--- src/rtl/boc_detect.sv ---
module boc_detect #(
  parameter int CW   = 6,
  parameter int FILL = 8
) (
  input  logic       clk,
  input  logic       rst_n,
  input  logic       bit_valid,
  input  logic       bit_in,
  input  logic       rd_stb,
  output logic [7:0] code_q,
  output logic       flag
);
  localparam int MLEN = CW + 2 + FILL;
  localparam int GAPW = $clog2(MLEN) + 1;
  localparam logic [GAPW-1:0] GAP_MAX = '1;
  localparam logic [GAPW-1:0] GAP_HIT = GAPW'(MLEN - 1);
  localparam logic [CW-1:0] ONES = '1;

  logic [MLEN-1:0] win;
  logic [MLEN-1:0] win_nxt;
  logic [GAPW-1:0] gap;
  logic [CW-1:0]   cand;
  logic [CW-1:0]   code_r;
  logic [CW-1:0]   hit_code;
  logic            hit;
  logic            confirm;

  assign win_nxt  = {win[MLEN-2:0], bit_in};
  assign hit_code = win_nxt[MLEN-2 -: CW];
  assign hit      = !win_nxt[MLEN-1] && !win_nxt[FILL] && (&win_nxt[FILL-1:0])
                    && (hit_code != ONES);
  assign confirm  = hit && (gap == GAP_HIT) && (hit_code == cand);
  assign code_q   = {{(8-CW){1'b0}}, code_r};

  always_ff @(posedge clk) begin
    if (!rst_n) begin
      win    <= '1;
      gap    <= GAP_MAX;
      cand   <= ONES;
      code_r <= ONES;
      flag   <= 1'b0;
    end else begin
      if (bit_valid) win <= win_nxt;
      if (rd_stb) begin
        flag   <= 1'b0;
        code_r <= ONES;
        gap    <= GAP_MAX;
      end else if (bit_valid) begin
        if (hit) begin
          gap  <= '0;
          cand <= hit_code;
          if (confirm && !flag) begin
            flag   <= 1'b1;
            code_r <= hit_code;
          end
        end else if (gap != GAP_MAX) begin
          gap <= gap + 1'b1;
        end
      end
    end
  end

  assert_read_clears_R8: assert property (@(posedge clk) disable iff (!rst_n)
    rd_stb |=> (!flag && code_r == ONES));
  assert_no_ones_code_R7: assert property (@(posedge clk) disable iff (!rst_n)
    $rose(flag) |-> (code_r != ONES));
  assert_set_on_bit_R10: assert property (@(posedge clk) disable iff (!rst_n)
    $rose(flag) |-> $past(bit_valid));
  assert_hold_while_set_R9: assert property (@(posedge clk) disable iff (!rst_n)
    (flag && !rd_stb) |=> $stable(code_r));
  assert_idle_window_R10: assert property (@(posedge clk) disable iff (!rst_n)
    !bit_valid |=> $stable(win));
endmodule

--- config.mk ---
export PLATFORM = sky130hd
export DESIGN_NAME = boc_detect
export DESIGN_NICKNAME = d
export VERILOG_FILES = /design/src/rtl/boc_detect.sv
export SDC_FILE = /design/constraint.sdc
export NUM_CORES = 1
export LEC_CHECK = 0
export BUFFER_PORTS_ARGS = -buffer_cell sky130_fd_sc_hd__clkbuf_2
export CORE_AREA = 2 2 57 59
export DETAILED_ROUTE_END_ITERATION = 8
export DIE_AREA = 0 0 59 61
export GPL_TIMING_DRIVEN = 1
export PLACE_DENSITY_LB_ADDON = 0.08
export SYNTH_ARGS = -nofsm -noshare
export SYNTH_HDL_FRONTEND = slang
export SYNTH_SLANG_ARGS = --single-unit
--- constraint.sdc ---
create_clock -name clk -period 4.99 [get_ports clk]
set_input_delay 0.998 -clock clk [delete_from_list [all_inputs] [get_ports clk]]
set_output_delay 0.998 -clock clk [all_outputs]
set_load 0.005 [all_outputs]
==> results of run 1 <==
[routing by layer]
metal / vias up / global-route usage (%) / wire length, um
li1: 605 / - / -
met1: 563 / 23.4 / 1350
met2: 30 / 28.3 / 1340
met3: 12 / 6.18 / 149
met4: 0 / 11.4 / 89
met5: - / 0 / 0
[cells by family after synthesis]
| group | share of synthesized area (%) |
|---|---|
| other | 0.246 |
| adder cells (fa/ha/maj) | 2.46 |
| flip-flops | 43.3 |
| multiplexers | 9.85 |
| AND/OR/NAND/NOR | 24.1 |
| XOR/XNOR | 3.45 |
| AO/OA/AOI/OAI | 10.8 |
| buffers and inverters | 5.75 |
[worst reg2reg max path, stage by stage, from the launching register on]
cell and delay, ps:
dfxtp_1 400, ha_1 210, and3_1 190, ha_1 140, and3b_1 150, nand4_1 150
nor4_4 520, mux2i_1 260
[layout make-up]
| cell class | count | area [um^2] |
|---|---|---|
| multi-input combinational | 118 | 779 |
| clock inverter | 1 | 7.51 |
| tap | 33 | 41.3 |
| timing repair buffer | 11 | 55.1 |
| clock buffer | 7 | 45.0 |
| fill | 293 | 1330 |
| inverter | 8 | 30.0 |
| sequential | 33 | 661 |
[metrics by stage]
stage	area, um^2	setup slack [ps]	power [mW]	std cells	hold WS, ps
3_5_place_dp	1570	2110	0.314	203	483
3_3_place_gp	1570	2180	0.314	203	472
5_1_grt	1620	2340	0.475	211	542
2_1_floorplan	1530	2660	0.307	170	456
6_report	1620	2450	0.454	211	502
4_1_cts	1620	2470	0.460	211	509
[power breakdown]
part	switching (mW)	total, mW	internal (mW)
registers	0.00564	0.273	0.267
logic	0.0238	0.0351	0.0113
clock network	0.0898	0.145	0.0555
total	0.119	0.454	0.334
[registers in the layout, indices dropped and copies added (netlist names)]
name,flops
gap,5
win,15
cand,6
flag,1
code_r,6
[cell usage in the layout, fill, tap and decap left out, types with 4 or more instances in the layout]
cell type and n:
nor3_1 9, o22ai_1 4, clkbuf_4 5, xnor2_1 6, nor2_1 14, and2_1 4
nand3b_1 7, nand2_1 19, mux2i_1 15, clkbuf_2 11, o21ai_1 7, o211ai_1 7
inv_1 7, dfxtp_1 33
[final timing paths]
path,startpoint,endpoint,slack (ps),cells after the start
worst min-delay path,win[2],win[2],500,2
worst max-delay path,bit_valid,cand[2],2450,5
worst min register to register,win[2],win[2],500,2
worst max register to register,gap[0],code_r[1],2910,7
==> flow_summary.yaml, run 1 <==
clock_network:
  clk_latency_ps: 340
  clk_pin_slew_worst_paths_ps: 110
  cts_tree: "built"
  numClockSinks: 33
  cts_setup_buffers: 0
  root_buffer: "clkbuf_4"
  h-tree-depth: 2
  cts_resized: 0
  cts_buffers: 5
  ctsLongestPathBuffers: 2
  hold_buffers: 0
synth:
  ys_async_sr_fraction_pct: 0
  yosys.area.top_type: "dfxtp_1"
  yosys_warnings: 0
  synthCells: 169
  synth_cell_types: 36
  synth_common_cells: "dfxtp_1, nand2_1, mux2i_1"
  ys_seq_area_share_pct: 43.3
  synth_flop_cell: "dfxtp_1"
  ys_seq_elements: 33
  synth_edf_count: 0
  synth_area_leaders: "dfxtp_1, mux2i_1, nand2_1, nand3b_1, nor2_1"
  synth_most_common_cell: "dfxtp_1"
  netlist_area_mm2: 0.00152
  synth_top_area_share_pct: 43.3
  syn_avg_cell_area_um2: 9.02
placement:
  dp_hpwl_um: 2080
  portBuffers: 11
  gp_congestion: 0.812
grt:
  grt_pass1_wl_um: 4940
  grt_usage_pct: 18.8
  grt_max_degree: 27
  grt_overflow: 0
  antenna_found_initial: 0
  grt_pass1_vias: 1110
critical_path:
  required_ps: 5210
  max_stage_delay_ps: 770
  path_cells: "clkbuf_2 -> inv_2 -> or4b_1 -> o21ai_1 -> nand3b_1"
  crit_family: "simple AND/OR/NAND/NOR gates"
  startpoint_type: "input pin"
  endpoint_kind: "flip-flop"
  path_buf_inv: 2
  crit_slowest_cell: "or4b_1"
  crit_fanout: 26
  arrival_ps: 2770
  crit_type: "in2reg"
hold_path:
  hold_path.class: "reg2reg"
sta:
  fmax_ghz: 0.393
  worst_clock_skew_ps: 11.8
  worstMarginPinSlew_ps: 799
  drv_slew: 0
  grt_setup_unrepaired: "false"
  setup_tns_ps: 0
  min_period_over_period_pct: 51.0
  hold_viol: 0
  layout_min_cycle_time_ps: 2540
  max-slew-margin-rel_pct: 46.8
  setup_viol: 0
finish:
  post-route-util_pct: 54.8
  drive_above_1_share_pct: 11.2
  nets: 185
  syn2layout_area_growth_pct: 6.24
  antennaDiodeCount: 0
routing:
  drt_pass1_iterations: 4
  ant_nets: 0
  post_drt_wl_per_cell_um: 13.9
  dr_total_vias: 1210
  vias_per_cell: 5.73
  drt-total-wl_um: 2930
  drt-initial-drc-count: 28
  drc_errors: 0
die:
  die_area_mm2: 0.00360
  coreArea_mm2: 0.00295
  ios: 14
  die_w_um: 59
  initial_core_util_pct: 51.6
  rows: 20
  die_h_um: 61
pwr:
  leakage_nw: 0.634
  ir_drop_mv: 0.180
  powerDensity_mw_per_mm2: 280
job:
  max_cap_viol_count: 0
run_status:
  status: "completed"
(Power assumes the default switching activity.)
==> inputs of run 2 (changes only) <==
- CORE_AREA: 2 2 57 59 -> 2 2 58 60
- DIE_AREA: 0 0 59 61 -> 0 0 60 62
- clock period: 4.99 -> 2.2 ns (I/O delays scaled with it)
==> run 2 against run 1 <==
  * Critical path depth grew 2
  * Global-route usage up 0.37 points
  * Power rose to 2.6 times the previous value
  * Count of clock-buffer cells in the layout stayed put
  * Critical endpoint is now code_r[5]
  * Largest cell class unchanged
  * Highest routed layer unchanged
==> flow_summary.yaml, run 2 (same netlist as run 1, synthesis figures left out) <==
critical_path:
  crit_type: "reg2reg"
  path_cells: "ha_1 -> and3_1 -> ha_1 -> and3b_1 -> nand4_1 -> nor4_4 -> mux2i_1"
  reg2reg_to: "code_r[5]"
  crit_fanout: 7
  reg2regPathDepth: 7
  required_ps: 2470
  crit_slowest_cell: "nor4_4"
  arrival_ps: 2270
  worst-path-stages: 7
  cp_common_cell: "ha_1"
  startpoint_type: "flip-flop"
  rrSetupSlack_ps: 200
  reg2reg_from: "gap[0]"
  crit_family: "simple AND/OR/NAND/NOR gates"
  max_stage_delay_ps: 450
  path_buf_inv: 0
  endpoint_kind: "flip-flop"
routing:
  drt_pass1_iterations: 4
  dr_total_vias: 1181
  drt-total-wl_um: 2950
  vias_per_cell: 5.18
  drc_errors: 0
  drt-initial-drc-count: 38
  ant_nets: 0
  post_drt_wl_per_cell_um: 12.9
grt:
  grt_usage_pct: 19.2
  grt_max_degree: 19
  antenna_found_initial: 0
  grt_pass1_wl_um: 5230
  grt_overflow: 0
  grt_pass1_vias: 1110
finish:
  syn2layout_area_growth_pct: 11.4
  mostFrequentLayoutCell: "dfxtp_1"
  nets: 189
  top_register: "win"
  reg.largest.list: "win (15), cand (6), code_r (6)"
  largest_reg_flops: 15
  antennaDiodeCount: 0
  final_cell_mix: "dfxtp_1, nand2_1, mux2i_1"
  drive_above_1_share_pct: 13.7
placement:
  dp_hpwl_um: 2120
  portBuffers: 11
  pre_cts_ws_ps: 204
  gp_congestion: 0.754
sta:
  worst_clock_skew_ps: 3.23
  min_period_over_period_pct: 90.9
  worstMarginPinSlew_ps: 560
  setup_ws_ps: 200
  max-slew-margin-rel_pct: 62.4
  setup_viol: 0
  fmax_ghz: 0.500
  setup_tns_ps: 0
  grt_setup_unrepaired: "false"
  hold_viol: 0
  layout_min_cycle_time_ps: 2000
  drv_slew: 0
die:
  die_area_mm2: 0.00372
  initial_core_util_pct: 47.9
  coreArea_mm2: 0.00318
  die_h_um: 62
  ios: 14
  die_w_um: 60
  rows: 21
hold_path:
  hold_path.class: "in2reg"
  holdPathEnd: "win[0]"
  hold_depth: 3
  holdCritStartpoint: "bit_in"
pwr:
  leakage_nw: 0.673
  powerDensity_mw_per_mm2: 698
  ir_drop_mv: 0.325
clock_network:
  cts_buffers: 5
  clk_latency_ps: 330
  cts_resized: 0
  ctsLongestPathBuffers: 2
  root_buffer: "clkbuf_4"
  cts_setup_buffers: 0
  cts_tree: "built"
  clk_pin_slew_worst_paths_ps: 100
  numClockSinks: 33
  hold_buffers: 0
  h-tree-depth: 2
job:
  max_cap_viol_count: 0
run_status:
  status: "completed"
==> run 2: routing by layer <==
metal  up-vias  share of wire (%)  GRT usage (%)
li1        606                  -              -
met1       552                 47           25.3
met2        17                 48           29.5
met3         6                3.9           6.42
met4         0                1.6           6.67
met5         -                  0              0
==> run 2: worst max path at each step <==
stage	startpoint	endpoint	slack (ps)
2_1_floorplan	gap[0]	code_r[0]	420
3_3_place_gp	gap[0]	code_r[1]	270
3_5_place_dp	gap[0]	code_r[5]	200
4_1_cts	gap[0]	code_r[5]	180
5_1_grt	gap[0]	code_r[1]	30
6_report	gap[0]	code_r[5]	200
==> run 2: per-stage QoR <==
step	instance area, um^2	utilization [%]	hold WS (ps)	total power, mW	std cells
after floorplan	1530	-	456	0.697	170
after global placement	1610	50.7	474	0.720	220
after detailed placement	1610	50.7	486	0.722	220
after CTS	1700	53.4	324	1.20	228
after global routing	1700	53.4	340	1.24	228
final	1700	53.4	341	1.19	228
==> run 2: tightest hold or removal path, delay by kind of cell <==
kind                   cells  cell delay [ps]
buffers and inverters      1               90
muxes                      1               60
and+or+nand+nor            1               60
==> run 2: cell type report <==
cell class | count | area, um^2
clock buffer | 7 | 55.1
clock inverter | 1 | 30.0
fill | 313 | 1480
inverter | 8 | 30.0
multi-input combinational | 118 | 779
sequential | 33 | 661
tap | 46 | 57.6
timing repair buffer | 15 | 85.1
==> run 2: power by group <==
part           leakage, nW  switching, mW  internal [mW]  total [mW]
registers            0.269         0.0124          0.607       0.619
logic                0.359         0.0570         0.0313      0.0883
clock network       0.0455          0.207          0.271       0.478
total                0.673          0.276          0.909        1.19
==> inputs of run 3 (changes only) <==
- BUFFER_PORTS_ARGS: -buffer_cell sky130_fd_sc_hd__clkbuf_2 -> -buffer_cell sky130_fd_sc_hd__buf_2
==> run 3 against run 2 <==
  * Count of clock-buffer cells in the layout shrank 2
  * Clock skew increased by 0.67 ps
  * Wire length increased by 1.9%
  * Register-to-register slack gained 80 ps
  * Via count increased by 0.17%
  * Non-clock buffer count is 1 lower
==> flow_summary.yaml, run 3 (same netlist as run 1, synthesis figures left out) <==
die:
  initial_core_util_pct: 47.9
  die_h_um: 62
  die_area_mm2: 0.00372
  coreArea_mm2: 0.00318
  die_w_um: 60
  rows: 21
  ios: 14
finish:
  nets: 188
  mostFrequentLayoutCell: "dfxtp_1"
  reg.largest.list: "win (15), cand (6), code_r (6)"
  largest_reg_flops: 15
  final_cell_mix: "dfxtp_1, nand2_1, mux2i_1"
  antennaDiodeCount: 0
  drive_above_1_share_pct: 13.8
  top_register: "win"
  nFillCells: 316
  syn2layout_area_growth_pct: 8.95
sta:
  worst_clock_skew_ps: 3.89
  grt_setup_unrepaired: "false"
  setup_viol: 0
  max-slew-margin-rel_pct: 62.5
  drv_slew: 0
  worstMarginPinSlew_ps: 562
  layout_min_cycle_time_ps: 1920
  min_period_over_period_pct: 87.4
  hold_viol: 0
  fmax_ghz: 0.520
  setup_tns_ps: 0
placement:
  dp_hpwl_um: 2100
  portBuffers: 11
  gp_congestion: 0.847
pwr:
  ir_drop_mv: 0.333
  leakage_nw: 0.646
  powerDensity_mw_per_mm2: 629
  power_mw: 1.04
critical_path:
  rrSetupSlack_ps: 280
  required_ps: 2470
  reg2reg_from: "gap[0]"
  max_stage_delay_ps: 410
  cp_common_cell: "ha_1"
  path_cells: "ha_1 -> and3_1 -> ha_1 -> and3b_1 -> nand4_1 -> nor4_4 -> buf_4 -> mux2i_1"
  endpoint_kind: "flip-flop"
  crit_type: "reg2reg"
  arrival_ps: 2200
  startpoint_type: "flip-flop"
  crit_fanout: 7
  crit_slowest_cell: "dfxtp_1"
  reg2reg_to: "code_r[2]"
  reg2regPathDepth: 8
clock_network:
  ctsLongestPathBuffers: 2
  numClockSinks: 33
  clk_pin_slew_worst_paths_ps: 110
  clk_latency_ps: 340
  cts_buffers: 5
  cts_resized: 0
  cts_tree: "built"
  hold_buffers: 0
  h-tree-depth: 2
  cts_setup_buffers: 0
  root_buffer: "clkbuf_4"
grt:
  grt_pass1_wl_um: 4910
  antenna_found_initial: 0
  grt_overflow: 0
  grt_max_degree: 24
  grt_pass1_vias: 1004
  grt_usage_pct: 18.4
routing:
  drt-total-wl_um: 3010
  post_drt_wl_per_cell_um: 13.2
  drt-initial-drc-count: 49
  dr_total_vias: 1183
  drt_pass1_iterations: 4
  ant_nets: 0
  drc_errors: 0
  vias_per_cell: 5.21
hold_path:
  hold_depth: 3
  holdPathEnd: "win[0]"
  holdCritStartpoint: "bit_in"
  hold_path.class: "in2reg"
run_status:
  status: "completed"
job:
  max_cap_viol_count: 0
==> run 3: layer usage <==
layer / share of wire (%) / GRT usage (%)
met1: 52 / 27.7
met2: 40 / 23.1
met3: 5.3 / 4.35
met4: 2.8 / 11.4
met5: 0 / 0
==> run 3: worst max-delay path by stage <==
stage / slack, ps / cells after the start / startpoint / to
finish: 280 / 8 / gap[0] / code_r[2]
global placement: 370 / 8 / gap[0] / code_r[0]
CTS: 300 / 8 / gap[0] / code_r[2]
global route: 160 / 8 / gap[0] / code_r[1]
detailed placement: 350 / 8 / gap[0] / code_r[2]
floorplan: 420 / 7 / gap[0] / code_r[0]
==> run 3: area by class of cell <==
type / count / area, um^2 / share of cell area (%)
tap: 46 / 57.6 / 3.47
inverter: 8 / 30.0 / 1.81
timing repair buffer: 14 / 77.6 / 4.67
multi-input combinational: 118 / 779 / 46.9
clock buffer: 5 / 37.5 / 2.26
clock inverter: 3 / 17.5 / 1.06
sequential: 33 / 661 / 39.8
==> run 3: worst max-delay path, delay by kind of cell, from the launching register on <==
kind / cells / cell delay, ps
and+or+nand+nor: 4 / 700
DFF: 1 / 410
adders and majority gates: 2 / 360
buffers and inverters: 1 / 210
muxes: 1 / 190
==> run 3: report_power, final <==
part           switching (mW)  internal [mW]  leakage (nW)  total, mW
clock network           0.220          0.120        0.0310      0.340
registers              0.0125          0.607         0.269      0.619
logic                  0.0554         0.0290         0.346     0.0843
total                   0.288          0.756         0.646       1.04
==> run 3: stage by stage <==
| stage | cells | setup WS (ps) | utilization, % | instance area, um^2 | hold slack, ps |
|---|---|---|---|---|---|
| after floorplan | 170 | 417 | - | 1530 | 456 |
| after global placement | 219 | 371 | 50.5 | 1610 | 469 |
| after detailed placement | 219 | 355 | 50.5 | 1610 | 485 |
| after CTS | 227 | 301 | 52.2 | 1660 | 314 |
| after global routing | 227 | 158 | 52.2 | 1660 | 321 |
| final | 227 | 277 | 52.2 | 1660 | 321 |
